$ cat config.mk
export PLATFORM = sky130hd
export DESIGN_NAME = alarm_irq_unit
export DESIGN_NICKNAME = d
export VERILOG_FILES = /design/src/rtl/alarm_irq_pkg.sv /design/src/rtl/alarm_reg_decode.sv /design/src/rtl/alarm_channel.sv /design/src/rtl/alarm_irq_bank.sv /design/src/rtl/alarm_irq_unit.sv
export SDC_FILE = /design/constraint.sdc
export NUM_CORES = 1
export LEC_CHECK = 0
export CAP_MARGIN = 25
export CORE_ASPECT_RATIO = 1.5
export CORE_UTILIZATION = 52
export DETAILED_ROUTE_END_ITERATION = 10
export DONT_BUFFER_PORTS = 1
export PLACE_DENSITY_LB_ADDON = 0.25
export SLEW_MARGIN = 10
export SYNTH_ARGS = -nofsm -noshare
export SYNTH_HDL_FRONTEND = slang
export SYNTH_SLANG_ARGS = --single-unit
$ cat constraint.sdc
create_clock -name clk_i -period 1.8 [get_ports clk_i]
set_input_delay 0.36 -clock clk_i [delete_from_list [all_inputs] [get_ports clk_i]]
set_output_delay 0.36 -clock clk_i [all_outputs]
set_load 0.02 [all_outputs]
$ cat src/rtl/alarm_irq_pkg.sv
`timescale 1ns/1ps
package alarm_irq_pkg;
  typedef enum logic [2:0] {
    K_TARGET, K_ARMED, K_RAW, K_ENABLE, K_FORCE, K_STATUS, K_NONE
  } reg_kind_e;

  // word layout: targets first, then control words in fixed order
  function automatic reg_kind_e decode_kind(input int unsigned word, input int unsigned n);
    if (word < n)           return K_TARGET;
    else if (word == n)     return K_ARMED;
    else if (word == n + 1) return K_RAW;
    else if (word == n + 2) return K_ENABLE;
    else if (word == n + 3) return K_FORCE;
    else if (word == n + 4) return K_STATUS;
    else                    return K_NONE;
  endfunction
endpackage

$ cat src/rtl/alarm_reg_decode.sv
`timescale 1ns/1ps
module alarm_reg_decode
  import alarm_irq_pkg::*;
#(
  parameter int NUM_ALARMS = 4,
  parameter int ADDR_W     = 6,
  localparam int CH_W      = (NUM_ALARMS > 1) ? $clog2(NUM_ALARMS) : 1,
  localparam int WORD_W    = ADDR_W - 2
) (
  input  logic              sel_i,
  input  logic              we_i,
  input  logic [ADDR_W-1:0] addr_i,
  output reg_kind_e         kind_o,
  output logic [CH_W-1:0]   ch_o,
  output logic              wr_o
);
  logic [WORD_W-1:0] word;

  always_comb begin
    word   = addr_i[ADDR_W-1:2];
    kind_o = decode_kind(32'(word), NUM_ALARMS);
    ch_o   = word[CH_W-1:0];
    wr_o   = sel_i & we_i;
  end
endmodule

$ cat src/rtl/alarm_channel.sv
`timescale 1ns/1ps
module alarm_channel #(
  parameter int DATA_W = 32
) (
  input  logic              clk_i,
  input  logic              rst_ni,
  input  logic [DATA_W-1:0] time_i,
  input  logic              tgt_wr_i,
  input  logic              disarm_i,
  input  logic [DATA_W-1:0] wdata_i,
  output logic [DATA_W-1:0] target_o,
  output logic              armed_o,
  output logic              fire_o
);
  logic [DATA_W-1:0] target_q;
  logic              armed_q, armed_d;

  // a bus write to this channel takes precedence over a match
  always_comb begin
    fire_o  = armed_q & (time_i == target_q) & ~tgt_wr_i & ~disarm_i;
    armed_d = armed_q;
    if (tgt_wr_i)               armed_d = 1'b1;
    else if (disarm_i | fire_o) armed_d = 1'b0;
  end

  always_ff @(posedge clk_i or negedge rst_ni) begin
    if (!rst_ni) begin
      target_q <= '0;
      armed_q  <= 1'b0;
    end else begin
      if (tgt_wr_i) target_q <= wdata_i;
      armed_q <= armed_d;
    end
  end

  assign target_o = target_q;
  assign armed_o  = armed_q;

  assert_arm_on_write_R2: assert property (@(posedge clk_i) disable iff (!rst_ni)
    tgt_wr_i |=> armed_o && target_o == $past(wdata_i));
  assert_fire_disarms_R3: assert property (@(posedge clk_i) disable iff (!rst_ni)
    fire_o |=> !armed_o);
  assert_disarm_R4: assert property (@(posedge clk_i) disable iff (!rst_ni)
    disarm_i && !tgt_wr_i |=> !armed_o);
  assert_keep_target_R9: assert property (@(posedge clk_i) disable iff (!rst_ni)
    !tgt_wr_i |=> $stable(target_o));
endmodule

$ cat src/rtl/alarm_irq_bank.sv
`timescale 1ns/1ps
module alarm_irq_bank #(
  parameter int NUM_ALARMS = 4
) (
  input  logic                  clk_i,
  input  logic                  rst_ni,
  input  logic [NUM_ALARMS-1:0] fire_i,
  input  logic                  raw_wr_i,
  input  logic                  en_wr_i,
  input  logic                  frc_wr_i,
  input  logic [NUM_ALARMS-1:0] wdata_i,
  output logic [NUM_ALARMS-1:0] raw_o,
  output logic [NUM_ALARMS-1:0] en_o,
  output logic [NUM_ALARMS-1:0] frc_o,
  output logic [NUM_ALARMS-1:0] status_o
);
  logic [NUM_ALARMS-1:0] raw_q, en_q, frc_q, clr;

  assign clr = raw_wr_i ? wdata_i : '0;

  always_ff @(posedge clk_i or negedge rst_ni) begin
    if (!rst_ni) begin
      raw_q <= '0;
      en_q  <= '0;
      frc_q <= '0;
    end else begin
      raw_q <= (raw_q & ~clr) | fire_i; // set wins over clear
      if (en_wr_i)  en_q  <= wdata_i;
      if (frc_wr_i) frc_q <= wdata_i;
    end
  end

  assign raw_o    = raw_q;
  assign en_o     = en_q;
  assign frc_o    = frc_q;
  assign status_o = (raw_q | frc_q) & en_q;

  for (genvar i = 0; i < NUM_ALARMS; i++) begin : g_chk
    assert_fire_sets_raw_R3: assert property (@(posedge clk_i) disable iff (!rst_ni)
      fire_i[i] |=> raw_o[i]);
    assert_raw_clear_R5: assert property (@(posedge clk_i) disable iff (!rst_ni)
      raw_wr_i && wdata_i[i] && !fire_i[i] |=> !raw_o[i]);
    assert_raw_hold_R5: assert property (@(posedge clk_i) disable iff (!rst_ni)
      raw_o[i] && !(raw_wr_i && wdata_i[i]) |=> raw_o[i]);
    assert_status_gated_R7: assert property (@(posedge clk_i) disable iff (!rst_ni)
      status_o[i] |-> en_o[i] && (raw_o[i] || frc_o[i]));
  end
endmodule

$ cat src/rtl/alarm_irq_unit.sv
`timescale 1ns/1ps
module alarm_irq_unit
  import alarm_irq_pkg::*;
#(
  parameter int NUM_ALARMS = 4,
  parameter int DATA_W     = 32,
  parameter int ADDR_W     = 6,
  localparam int CH_W      = (NUM_ALARMS > 1) ? $clog2(NUM_ALARMS) : 1
) (
  input  logic                  clk_i,
  input  logic                  rst_ni,
  input  logic [DATA_W-1:0]     time_lo_i,
  input  logic                  bus_sel_i,
  input  logic                  bus_we_i,
  input  logic [ADDR_W-1:0]     bus_addr_i,
  input  logic [DATA_W-1:0]     bus_wdata_i,
  output logic [DATA_W-1:0]     bus_rdata_o,
  output logic [NUM_ALARMS-1:0] irq_o
);
  reg_kind_e             kind;
  logic [CH_W-1:0]       ch;
  logic                  wr;
  logic [DATA_W-1:0]     target [NUM_ALARMS];
  logic [NUM_ALARMS-1:0] armed, fire, raw, en, frc, status;

  alarm_reg_decode #(.NUM_ALARMS(NUM_ALARMS), .ADDR_W(ADDR_W)) u_dec (
    .sel_i (bus_sel_i),
    .we_i  (bus_we_i),
    .addr_i(bus_addr_i),
    .kind_o(kind),
    .ch_o  (ch),
    .wr_o  (wr)
  );

  for (genvar i = 0; i < NUM_ALARMS; i++) begin : g_ch
    logic tgt_wr, disarm;
    assign tgt_wr = wr && kind == K_TARGET && ch == CH_W'(i);
    assign disarm = wr && kind == K_ARMED && bus_wdata_i[i];

    alarm_channel #(.DATA_W(DATA_W)) u_ch (
      .clk_i   (clk_i),
      .rst_ni  (rst_ni),
      .time_i  (time_lo_i),
      .tgt_wr_i(tgt_wr),
      .disarm_i(disarm),
      .wdata_i (bus_wdata_i),
      .target_o(target[i]),
      .armed_o (armed[i]),
      .fire_o  (fire[i])
    );
  end

  alarm_irq_bank #(.NUM_ALARMS(NUM_ALARMS)) u_bank (
    .clk_i   (clk_i),
    .rst_ni  (rst_ni),
    .fire_i  (fire),
    .raw_wr_i(wr && kind == K_RAW),
    .en_wr_i (wr && kind == K_ENABLE),
    .frc_wr_i(wr && kind == K_FORCE),
    .wdata_i (bus_wdata_i[NUM_ALARMS-1:0]),
    .raw_o   (raw),
    .en_o    (en),
    .frc_o   (frc),
    .status_o(status)
  );

  always_comb begin
    bus_rdata_o = '0;
    unique case (kind)
      K_TARGET: bus_rdata_o = target[ch];
      K_ARMED:  bus_rdata_o[NUM_ALARMS-1:0] = armed;
      K_RAW:    bus_rdata_o[NUM_ALARMS-1:0] = raw;
      K_ENABLE: bus_rdata_o[NUM_ALARMS-1:0] = en;
      K_FORCE:  bus_rdata_o[NUM_ALARMS-1:0] = frc;
      K_STATUS: bus_rdata_o[NUM_ALARMS-1:0] = status;
      default:  bus_rdata_o = '0;
    endcase
  end

  assign irq_o = status;

  assert_irq_needs_enable_R8: assert property (@(posedge clk_i) disable iff (!rst_ni)
    (irq_o & ~en) == '0);
  assert_unarmed_quiet_R3: assert property (@(posedge clk_i) disable iff (!rst_ni)
    (fire & ~armed) == '0);
endmodule

==> results of run 1 <==
-- registers in the layout (all words and copies together), names as in the netlist --
name / cells
g_ch.u_ch.target_o: 128
g_ch.u_ch.armed_o: 4
u_bank.en_o: 4
u_bank.frc_o: 4
u_bank.raw_o: 4
-- cell families (layout without fill, tap and decap cells) --
group / count (synthesis) / count (layout) / synth area share (%)
multiplexers: 169 / 169 / 28.1
flip-flops: 144 / 144 / 44.5
XOR/XNOR: 123 / 123 / 13.3
AND/OR/NAND/NOR: 115 / 115 / 8.84
buffers and inverters: 35 / 208 / 2.33
AO/OA/AOI/OAI: 34 / 34 / 2.89
-- power groups by stage --
stage,clock network [W],registers [W],logic [W]
global placement,0,0.00442,0.00209
detailed placement,0,0.00448,0.00213
global route,0.00386,0.00432,0.00365
finish,0.00369,0.00426,0.00346
CTS,0.00371,0.00424,0.00308
floorplan,0,0.00431,0.00166
-- final cells by class --
type / count / share of cell area [%]
multi-input cells: 441 / 44.4
clock inverters: 11 / 1.55
repair buffers: 172 / 13.6
well taps: 199 / 2.34
flip-flops and latches: 144 / 33.8
inverters: 6 / 0.211
clock buffers: 19 / 4.15
-- through the flow --
step                      cells  hold slack (ns)  cell area, um2  utilization [%]  power (W)
after floorplan             620           0.0644            8120                -    0.00597
after global placement      843           0.0707            8650             57.1    0.00651
after detailed placement    843           0.0717            8650             57.1    0.00661
after CTS                   970           -0.373           10200             67.6     0.0110
after global routing        992           -0.386           10700             70.4     0.0118
final                       992           -0.366           10700             70.4     0.0114
-- routing by layer --
layer	GRT usage [%]	part of all wire [%]	vias to the layer above
met5	0	0	-
met4	18.1	5.0	0
met3	8.34	6.4	67
met2	52.8	53	240
met1	33.5	36	3056
li1	-	-	2588
-- worst max-delay path by stage --
stage	endpoint	slack [ns]	cells after the start
3_5_place_dp	u_bank.raw_o[3]	0.06	7
5_1_grt	bus_rdata_o[3]	-0.38	4
2_1_floorplan	bus_rdata_o[11]	-0.07	5
6_report	bus_rdata_o[3]	-0.33	4
3_3_place_gp	g_ch[3].u_ch.target_o[19]	0.08	4
4_1_cts	bus_rdata_o[3]	-0.29	4
-- worst register-to-register path: cells and delay by family (launching register included) --
family / cells / cell delay (ns)
xor gates and xnor gates: 1 / 0.14
buffers and inverters: 3 / 0.49
and+or+nand+nor: 3 / 0.62
AOI/OAI and AO/OA: 1 / 0.22
DFF: 1 / 0.40
-- placed cells by master (no fill, tap or decap), types with 3 or more instances in the layout --
cell type,count
nor4_2,5
clkbuf_16,17
a31oi_1,4
a22oi_1,3
inv_1,6
mux4_2,33
or2_2,4
nand3_1,5
o32ai_4,3
xnor2_1,29
dfrtp_1,143
a21boi_0,3
nor2b_4,27
nor4_1,17
nand2_1,15
buf_4,140
nand4_1,12
nor2_1,3
bufinv_16,4
buf_12,4
buf_6,28
a21oi_1,4
and2_1,3
clkinv_2,4
mux2_2,136
xnor2_2,10
nand2b_1,4
o21ai_0,5
xor2_1,83
-- what timing repair did --
action                                  4_1_cts  5_1_grt
endpoints found under the setup margin       32       37
setup buffers                                97       22
gates resized for setup                      56       51
endpoints found under the hold margin       144      144
pin swaps                                     7       15
==> impl_metrics.toml, run 1 <==
[status]
run_status = "finished with violations"
violations = "negative hold slack, negative setup slack"

[sta]
fin_crit_sh_pct = 118
tightest_slew_ns = 0.466
timing.setup.tns_ns = -4.33
min_period_ns = 2.13
fmax_mhz = 470
slew_viol_final = 0
relSlewSlack_pct = 68.7
fin_worst_skew_ns = 0.00595
finalHoldViolations = 144
timing.final.ws_setup_ns = -0.326
fin_hold_ws_ns = -0.366
rsz0062_at_grt = "yes"
finalSetupViolCount = 35

[placed_design]
place_ws_ns = 0.0610
place.gp.congestion = 0.866
hpwl_mm = 15.4
port-buffer-count = 0

[routing]
first_iter_violations = 394
vias = 5951
drtAntennaViolNets = 0
vias_per_cell = 6.00
wl_mm = 24.2
wl_per_cell_um = 24.4
drt_drc_violations_left = 0
drt-pass1-iter-count = 4

[synthesis]
synth_top_area_share_pct = 44.5
ys_top_cells_by_area = "dfrtp_1 (45%), mux2_2 (19%), mux4_2 (9.2%)"
synth.distinct_cells = 44
syn_avg_cell_area_um2 = 13.1
ys.flop_type = "dfrtp_1"
async_flop_share_pct = 100
yosys_register_bits = 144
yosys.cell_count.top_type = "dfrtp_1"
yosysSeqAreaShare_pct = 44.5
synth_edf_count = 0
synth.cell_area_mm2 = 0.00809
synthCells = 620
synth_warnings = 0
yosysTopAreaCell = "dfrtp_1"
syn-num-nets = 694
synthTopCellsByCount = "dfrtp_1 (144), mux2_2 (136), xor2_1 (83)"

[final_layout]
n_antenna_cell = 0
ff_latch_area_mm2 = 0.00360
drive_gt1_share_pct = 54.6
area_delta_synth_final_pct = 31.7
multi_input_area_mm2 = 0.00473
nFillCells = 1012
fin_nets = 856

[setup_path]
rrSetupSlack_ns = -0.15
worst-setup-path-type = "flip-flop to output port"
end_kind = "output port"
rr_endpoint = "u_bank.raw_o[3]"
critPathMaxFanout = 2
crit_family = "multiplexers"
r2r_start = "g_ch[3].u_ch.target_o[5]"
cp.required_ns = 1.44
crit_slowest_cell = "mux4_2"
crit_path_max_incr_delay_ns = 0.47
crit_start = "g_ch[3].u_ch.target_o[3]"
critPathBufInv = 0
worstPathCellList = "mux4_2, nor2b_1, a31oi_1, o21ai_2"
start_kind = "flip-flop"
cp.arrival_ns = 1.77
worstRegToRegCells = 8

[power]
p_leak_nw = 4.89
pwr-share-seq_pct = 37.4
p_comb_share_pct = 30.3
power_density_mw_per_mm2 = 1070
p_switching_w = 0.00314
internal-power_w = 0.00827
p_sw_share_pct = 27.5
clkPwrFrac_pct = 32.3
vdd_drop_max_mv = 0.744

[global_route]
antenna_found_initial = 0
grt_start_max_net_pins = 145
overflow = 0
grt_pass1_vias = 6561
grt_usage_pct = 30.5
grt_pass1_wl_mm = 36.5

[floorplanning]
die_area_mm2 = 0.0161
fp.coreArea_mm2 = 0.0151
ios = 110
rows = 55
die_w_um = 104
initial_utilization_pct = 53.5
die_h_um = 155

[cts]
clkSinkCount = 144
cts_root_buffer = "clkbuf_16"
clk_latency_ns = 0.42
cts_tree = "yes"
cts.reportedPaths.clkPinSlew_ns = 0.06
clock_path_buffers = 2
htree_levels = 4
cts_made_buffers = 17

[worst_hold_path]
hold_path_class = "input port to asynchronous set/reset pin"

[run]
maxCapViolations = 0
No activity file was read; power rests on OpenSTA's default activity.
==> run 2, diff against run 1 <==
--- a/config.mk
+++ b/config.mk
@@ -15,3 +15,4 @@
 export SYNTH_ARGS = -nofsm -noshare
 export SYNTH_HDL_FRONTEND = slang
 export SYNTH_SLANG_ARGS = --single-unit
+export TNS_END_PERCENT = 10
==> run 2 against run 1 <==
  * First-iteration DRC count is 9.4% lower
  * Global-route usage shrank 1.9 points
  * Worst hold slack worse by 0.0037 ns
  * Utilization down 8.0 points
  * Largest cell class unchanged
  * The flow still finishes with violations (negative hold slack, negative setup slack)
  * Largest power group unchanged
  * Critical path depth up 1
==> impl_metrics.toml, run 2 (same netlist as run 1, synthesis figures left out) <==
[status]
run_status = "finished with violations"
violations = "negative hold slack, negative setup slack"

[final_layout]
layout_common_cells = "dfrtp_1 (143), mux2_2 (136), xor2_1 (83)"
final_util_pct = 62.4
layout_commonest_cell = "dfrtp_1"
n_antenna_cell = 0
largest_reg_flops = 128
area_delta_synth_final_pct = 16.7
drive_gt1_share_pct = 41.5
fin_nets = 745

[cts]
clock_path_buffers = 2
clkSinkCount = 144
cts_made_buffers = 17
htree_levels = 4
cts_tree = "yes"
clk_latency_ns = 0.42
cts_root_buffer = "clkbuf_16"
cts.reportedPaths.clkPinSlew_ns = 0.06

[routing]
vias_per_cell = 6.03
drt_drc_violations_left = 0
first_iter_violations = 357
drt-pass1-iter-count = 4
wl_mm = 21.8
wl_per_cell_um = 24.7
drtAntennaViolNets = 0
vias = 5327

[setup_path]
crit_end = "bus_rdata_o[3]"
critPathMaxFanout = 3
rrSetupSlack_ns = 0.01
cp.required_ns = 1.44
cp.arrival_ns = 1.79
rr_endpoint = "u_bank.raw_o[3]"
crit_start = "g_ch[3].u_ch.target_o[3]"
end_kind = "output port"
r2r_start = "g_ch[3].u_ch.target_o[5]"
worst-setup-path-type = "flip-flop to output port"
worstRegToRegCells = 7
start_kind = "flip-flop"

[placed_design]
port-buffer-count = 0
place.gp.congestion = 0.864
hpwl_mm = 15.4
place_ws_ns = -0.000221

[global_route]
grt_usage_pct = 28.6
grt_start_max_net_pins = 145
grt_pass1_wl_mm = 33.9
antenna_found_initial = 0
overflow = 0
grt_pass1_vias = 5800

[floorplanning]
die_w_um = 104
die_h_um = 155
die_area_mm2 = 0.0161
rows = 55
fp.coreArea_mm2 = 0.0151
initial_utilization_pct = 53.5
ios = 110

[sta]
timing.final.ws_setup_ns = -0.352
tightest_slew_ns = 0.494
relSlewSlack_pct = 66.8
finalSetupViolCount = 32
fmax_mhz = 465
min_period_ns = 2.15
rsz0062_at_grt = "yes"
slew_viol_final = 0
finalHoldViolations = 144
fin_worst_skew_ns = 0.00748
fin_hold_ws_ns = -0.369
fin_crit_sh_pct = 120

[power]
p_leak_nw = 4.19
vdd_drop_max_mv = 0.747
power_density_mw_per_mm2 = 1080

[run]
maxCapViolations = 0

[worst_hold_path]
hold_path_class = "input port to asynchronous set/reset pin"
==> run 2: cell types whose count changed in the layout (fill, tap and decap cells not counted), moves of 9 or more <==
cell | previous run | this run
buf_4 | 140 | 47
buf_6 | 28 | 7
nor2b_1 | 2 | 22
nor2b_4 | 27 | 7
xnor2_1 | 29 | 39
xnor2_2 | 10 | 1
==> run 2: through the flow <==
| stage | instance area, um2 | TNS [ns] | cells | power, W |
|---|---|---|---|---|
| floorplan | 8120 | -1.53 | 620 | 0.00597 |
| global placement | 8680 | 0 | 842 | 0.00652 |
| detailed placement | 8680 | -0.000221 | 842 | 0.00663 |
| CTS | 9360 | -5.85 | 878 | 0.0102 |
| global route | 9440 | -6.98 | 883 | 0.0106 |
| finish | 9440 | -5.37 | 883 | 0.0102 |
==> run 2: power by group <==
part / leakage [nW] / total [W] / internal, W / switching [W]
clock: 0.281 / 0.00346 / 0.00211 / 0.00135
combinational: 2.07 / 0.00228 / 0.00135 / 0.000923
sequential: 1.84 / 0.00443 / 0.00387 / 0.000569
total: 4.19 / 0.0102 / 0.00733 / 0.00284
==> run 2: worst min path at each step <==
stage	startpoint	endpoint	cells past startpoint	slack [ns]
final	rst_ni	g_ch[0].u_ch.target_o[9]	0	-0.37
after global routing	rst_ni	g_ch[0].u_ch.target_o[29]	0	-0.39
after CTS	rst_ni	g_ch[0].u_ch.target_o[9]	0	-0.38
after detailed placement	rst_ni	g_ch[0].u_ch.target_o[29]	0	0.07
after global placement	rst_ni	g_ch[0].u_ch.target_o[9]	0	0.07
after floorplan	rst_ni	g_ch[0].u_ch.armed_o	0	0.06
==> run 2: what timing repair did <==
action	CTS	global route
pin swaps	2	2
resized for setup	16	10
setup buffers	4	5
endpoints found under the hold margin	144	144
setup endpoints to repair	33	34
==> run 2: routing by layer <==
| layer | global-route usage (%) | routed length, um | share of wire, % |
|---|---|---|---|
| met1 | 32.8 | 8020 | 37 |
| met3 | 8.47 | 1500 | 6.9 |
| met4 | 13.8 | 1040 | 4.8 |
| met5 | 0 | 0 | 0 |
| met2 | 49.0 | 11300 | 52 |
==> run 2: cell type report <==
| class | count | area, um2 |
|---|---|---|
| well taps | 199 | 249 |
| clock buffers | 23 | 468 |
| multi-input cells | 441 | 4420 |
| inverters | 6 | 22.5 |
| clock inverters | 9 | 109 |
| fillers | 1189 | 5700 |
| repair buffers | 61 | 572 |
| flip-flops and latches | 144 | 3600 |
==> run 2: worst max-delay path, cell delays in order (launching register included) <==
cell and delay (ns):
dfrtp_1 0.40, mux4_2 0.48, nor2b_1 0.14, a31oi_1 0.13
o21ai_1 0.07, buf_4 0.15
==> run 3, diff against run 2 <==
--- a/config.mk
+++ b/config.mk
@@ -8,6 +8,8 @@
 export CAP_MARGIN = 25
 export CORE_ASPECT_RATIO = 1.5
 export CORE_UTILIZATION = 52
+export CTS_BUF_LIST = sky130_fd_sc_hd__clkbuf_8
+export CTS_CLUSTER_SIZE = 28
 export DETAILED_ROUTE_END_ITERATION = 10
 export DONT_BUFFER_PORTS = 1
 export PLACE_DENSITY_LB_ADDON = 0.25
==> run 3 against run 2 <==
  * Largest cell class unchanged
  * Clock-buffer cell count shrank 4
  * Combinational power is essentially flat
  * Sequential power is essentially flat
  * Sequential cell count is the same
  * Largest power group unchanged
  * Clock skew grew 0.0064 ns
  * Global-route usage shrank 0.18 points
  * Utilization shrank 1.1 points
  * The run still ends with negative hold slack, negative setup slack left
  * Sequential share of layout area grew 0.71 points
  * Worst setup slack lost 0.027 ns
  * Non-clock buffer count grew 2
  * Worst hold slack lost 0.040 ns
==> impl_metrics.toml, run 3 (same netlist as run 1, synthesis figures left out) <==
[routing]
wl_met2_mm = 11.6
top_layer = "met4"
vias_per_cell = 6.03
drtAntennaViolNets = 0
drt_drc_violations_left = 0
first_iter_violations = 385
vias = 5337
drt-pass1-iter-count = 4
wl_met1_mm = 7.98
wl_per_cell_um = 24.6
route.met3.wl_mm = 1.37
wl_mm = 21.7

[final_layout]
area_delta_synth_final_pct = 14.5
layout_common_cells = "dfrtp_1 (143), mux2_2 (136), xor2_1 (83)"
fin_area_mm2 = 0.00927
fin_nets = 747
n_antenna_cell = 0
layout_commonest_cell = "dfrtp_1"
fin_cells = 885
drive_gt1_share_pct = 41.4
largest_reg_flops = 128

[global_route]
overflow = 0
antenna_found_initial = 0
grt_usage_pct = 28.5
grt_pass1_vias = 5815
grt_pass1_wl_mm = 34.0
grt_start_max_net_pins = 145

[power]
clkPwrFrac_pct = 27.4
internal-power_w = 0.00650
pwr-share-seq_pct = 47.9
p_sw_share_pct = 29.6
p_comb_share_pct = 24.8
vdd_drop_max_mv = 0.684
p_leak_nw = 4.13
p_switching_w = 0.00274
power_density_mw_per_mm2 = 996

[setup_path]
end_kind = "output port"
worst-setup-path-type = "flip-flop to output port"
worstPathCellList = "mux4_2, nor2b_1, a31oi_1, o21ai_1, buf_4"
cp.required_ns = 1.44
start_kind = "flip-flop"
crit_path_max_incr_delay_ns = 0.47
cp.arrival_ns = 1.82
critPathBufInv = 1
critPathMaxFanout = 3
crit_family = "multiplexers"
crit_slowest_cell = "mux4_2"

[status]
violations = "negative hold slack, negative setup slack"
run_status = "finished with violations"

[run]
maxCapViolations = 0

[cts]
htree_levels = 4
clk_latency_ns = 0.45
clkSinkCount = 144
clock_path_buffers = 2
cts_made_buffers = 17
cts_root_buffer = "clkbuf_8"
ctsHoldBuffers = 2
cts_tree = "yes"
cts.reportedPaths.clkPinSlew_ns = 0.09

[floorplanning]
die_area_mm2 = 0.0161
fp.coreArea_mm2 = 0.0151
die_w_um = 104
die_h_um = 155
rows = 55
ios = 110
initial_utilization_pct = 53.5

[placed_design]
hpwl_mm = 15.4
port-buffer-count = 0
dpl-instance-area_mm2 = 0.00868
place.gp.congestion = 0.864
placed_cells = 842

[sta]
min_period_ns = 2.18
fin_worst_skew_ns = 0.0139
fin_crit_sh_pct = 121
finalSetupViolCount = 32
relSlewSlack_pct = 68.4
slew_viol_final = 0
rsz0062_at_grt = "yes"
fmax_mhz = 459
timing.final.ws_setup_ns = -0.378
finalHoldViolations = 144
tightest_slew_ns = 0.470
fin_hold_ws_ns = -0.409

[worst_hold_path]
hold_path_class = "input port to asynchronous set/reset pin"
-- run 3: power groups by stage --
| stage | Sequential (W) | Combinational (W) | Clock [W] |
|---|---|---|---|
| 6_report | 0.00442 | 0.00229 | 0.00253 |
| 5_1_grt | 0.00450 | 0.00243 | 0.00271 |
| 4_1_cts | 0.00442 | 0.00222 | 0.00257 |
| 3_5_place_dp | 0.00449 | 0.00214 | 0 |
| 3_3_place_gp | 0.00443 | 0.00210 | 0 |
| 2_1_floorplan | 0.00431 | 0.00166 | 0 |
-- run 3: area by class of cell --
type	count	area (um2)
timing repair buffer	63	592
tap	199	249
clock inverter	13	124
sequential	144	3600
clock buffer	19	262
multi-input combinational	441	4420
inverter	6	22.5
fill	1219	5870
-- run 3: metrics by stage --
step | power (W) | TNS, ns | utilization (%) | setup slack, ns
2_1_floorplan | 0.00597 | -1.53 | - | -0.0740
3_3_place_gp | 0.00652 | 0 | 57.4 | 0.00736
3_5_place_dp | 0.00663 | -0.000221 | 57.4 | -0.000221
4_1_cts | 0.00921 | -7.37 | 60.7 | -0.412
5_1_grt | 0.00964 | -8.08 | 61.2 | -0.465
6_report | 0.00923 | -6.36 | 61.2 | -0.378
-- run 3: path summary, 6_finish.rpt --
| check | cells after the start | to | slack (ns) | startpoint |
|---|---|---|---|---|
| max in group asynchronous | 0 | g_ch[1].u_ch.target_o[1] | 1.91 | rst_ni |
| min in group clk_i | 2 | u_bank.en_o[1] | 0.04 | bus_wdata_i[1] |
| worst max register to register | 7 | u_bank.raw_o[3] | 0.06 | g_ch[3].u_ch.target_o[5] |
| worst max-delay path | 5 | bus_rdata_o[3] | -0.38 | g_ch[3].u_ch.target_o[3] |
| worst min-delay path | 0 | u_bank.en_o[3] | -0.41 | rst_ni |
| worst min register to register | 1 | u_bank.frc_o[0] | 0.53 | u_bank.frc_o[0] |
-- run 3: repair_timing --
| action | in CTS | in global routing |
|---|---|---|
| buffers inserted | 4 | 5 |
| endpoints found under the hold margin | 146 | 144 |
| gates resized for setup | 16 | 10 |
| pin swaps | 2 | 2 |
| setup endpoints to repair | 33 | 36 |
-- run 3: routing by layer --
metal,track usage [%],up-vias
li1,-,2361
met1,32.8,2765
met2,49.6,165
met3,7.37,46
met4,12.8,0
met5,0,-
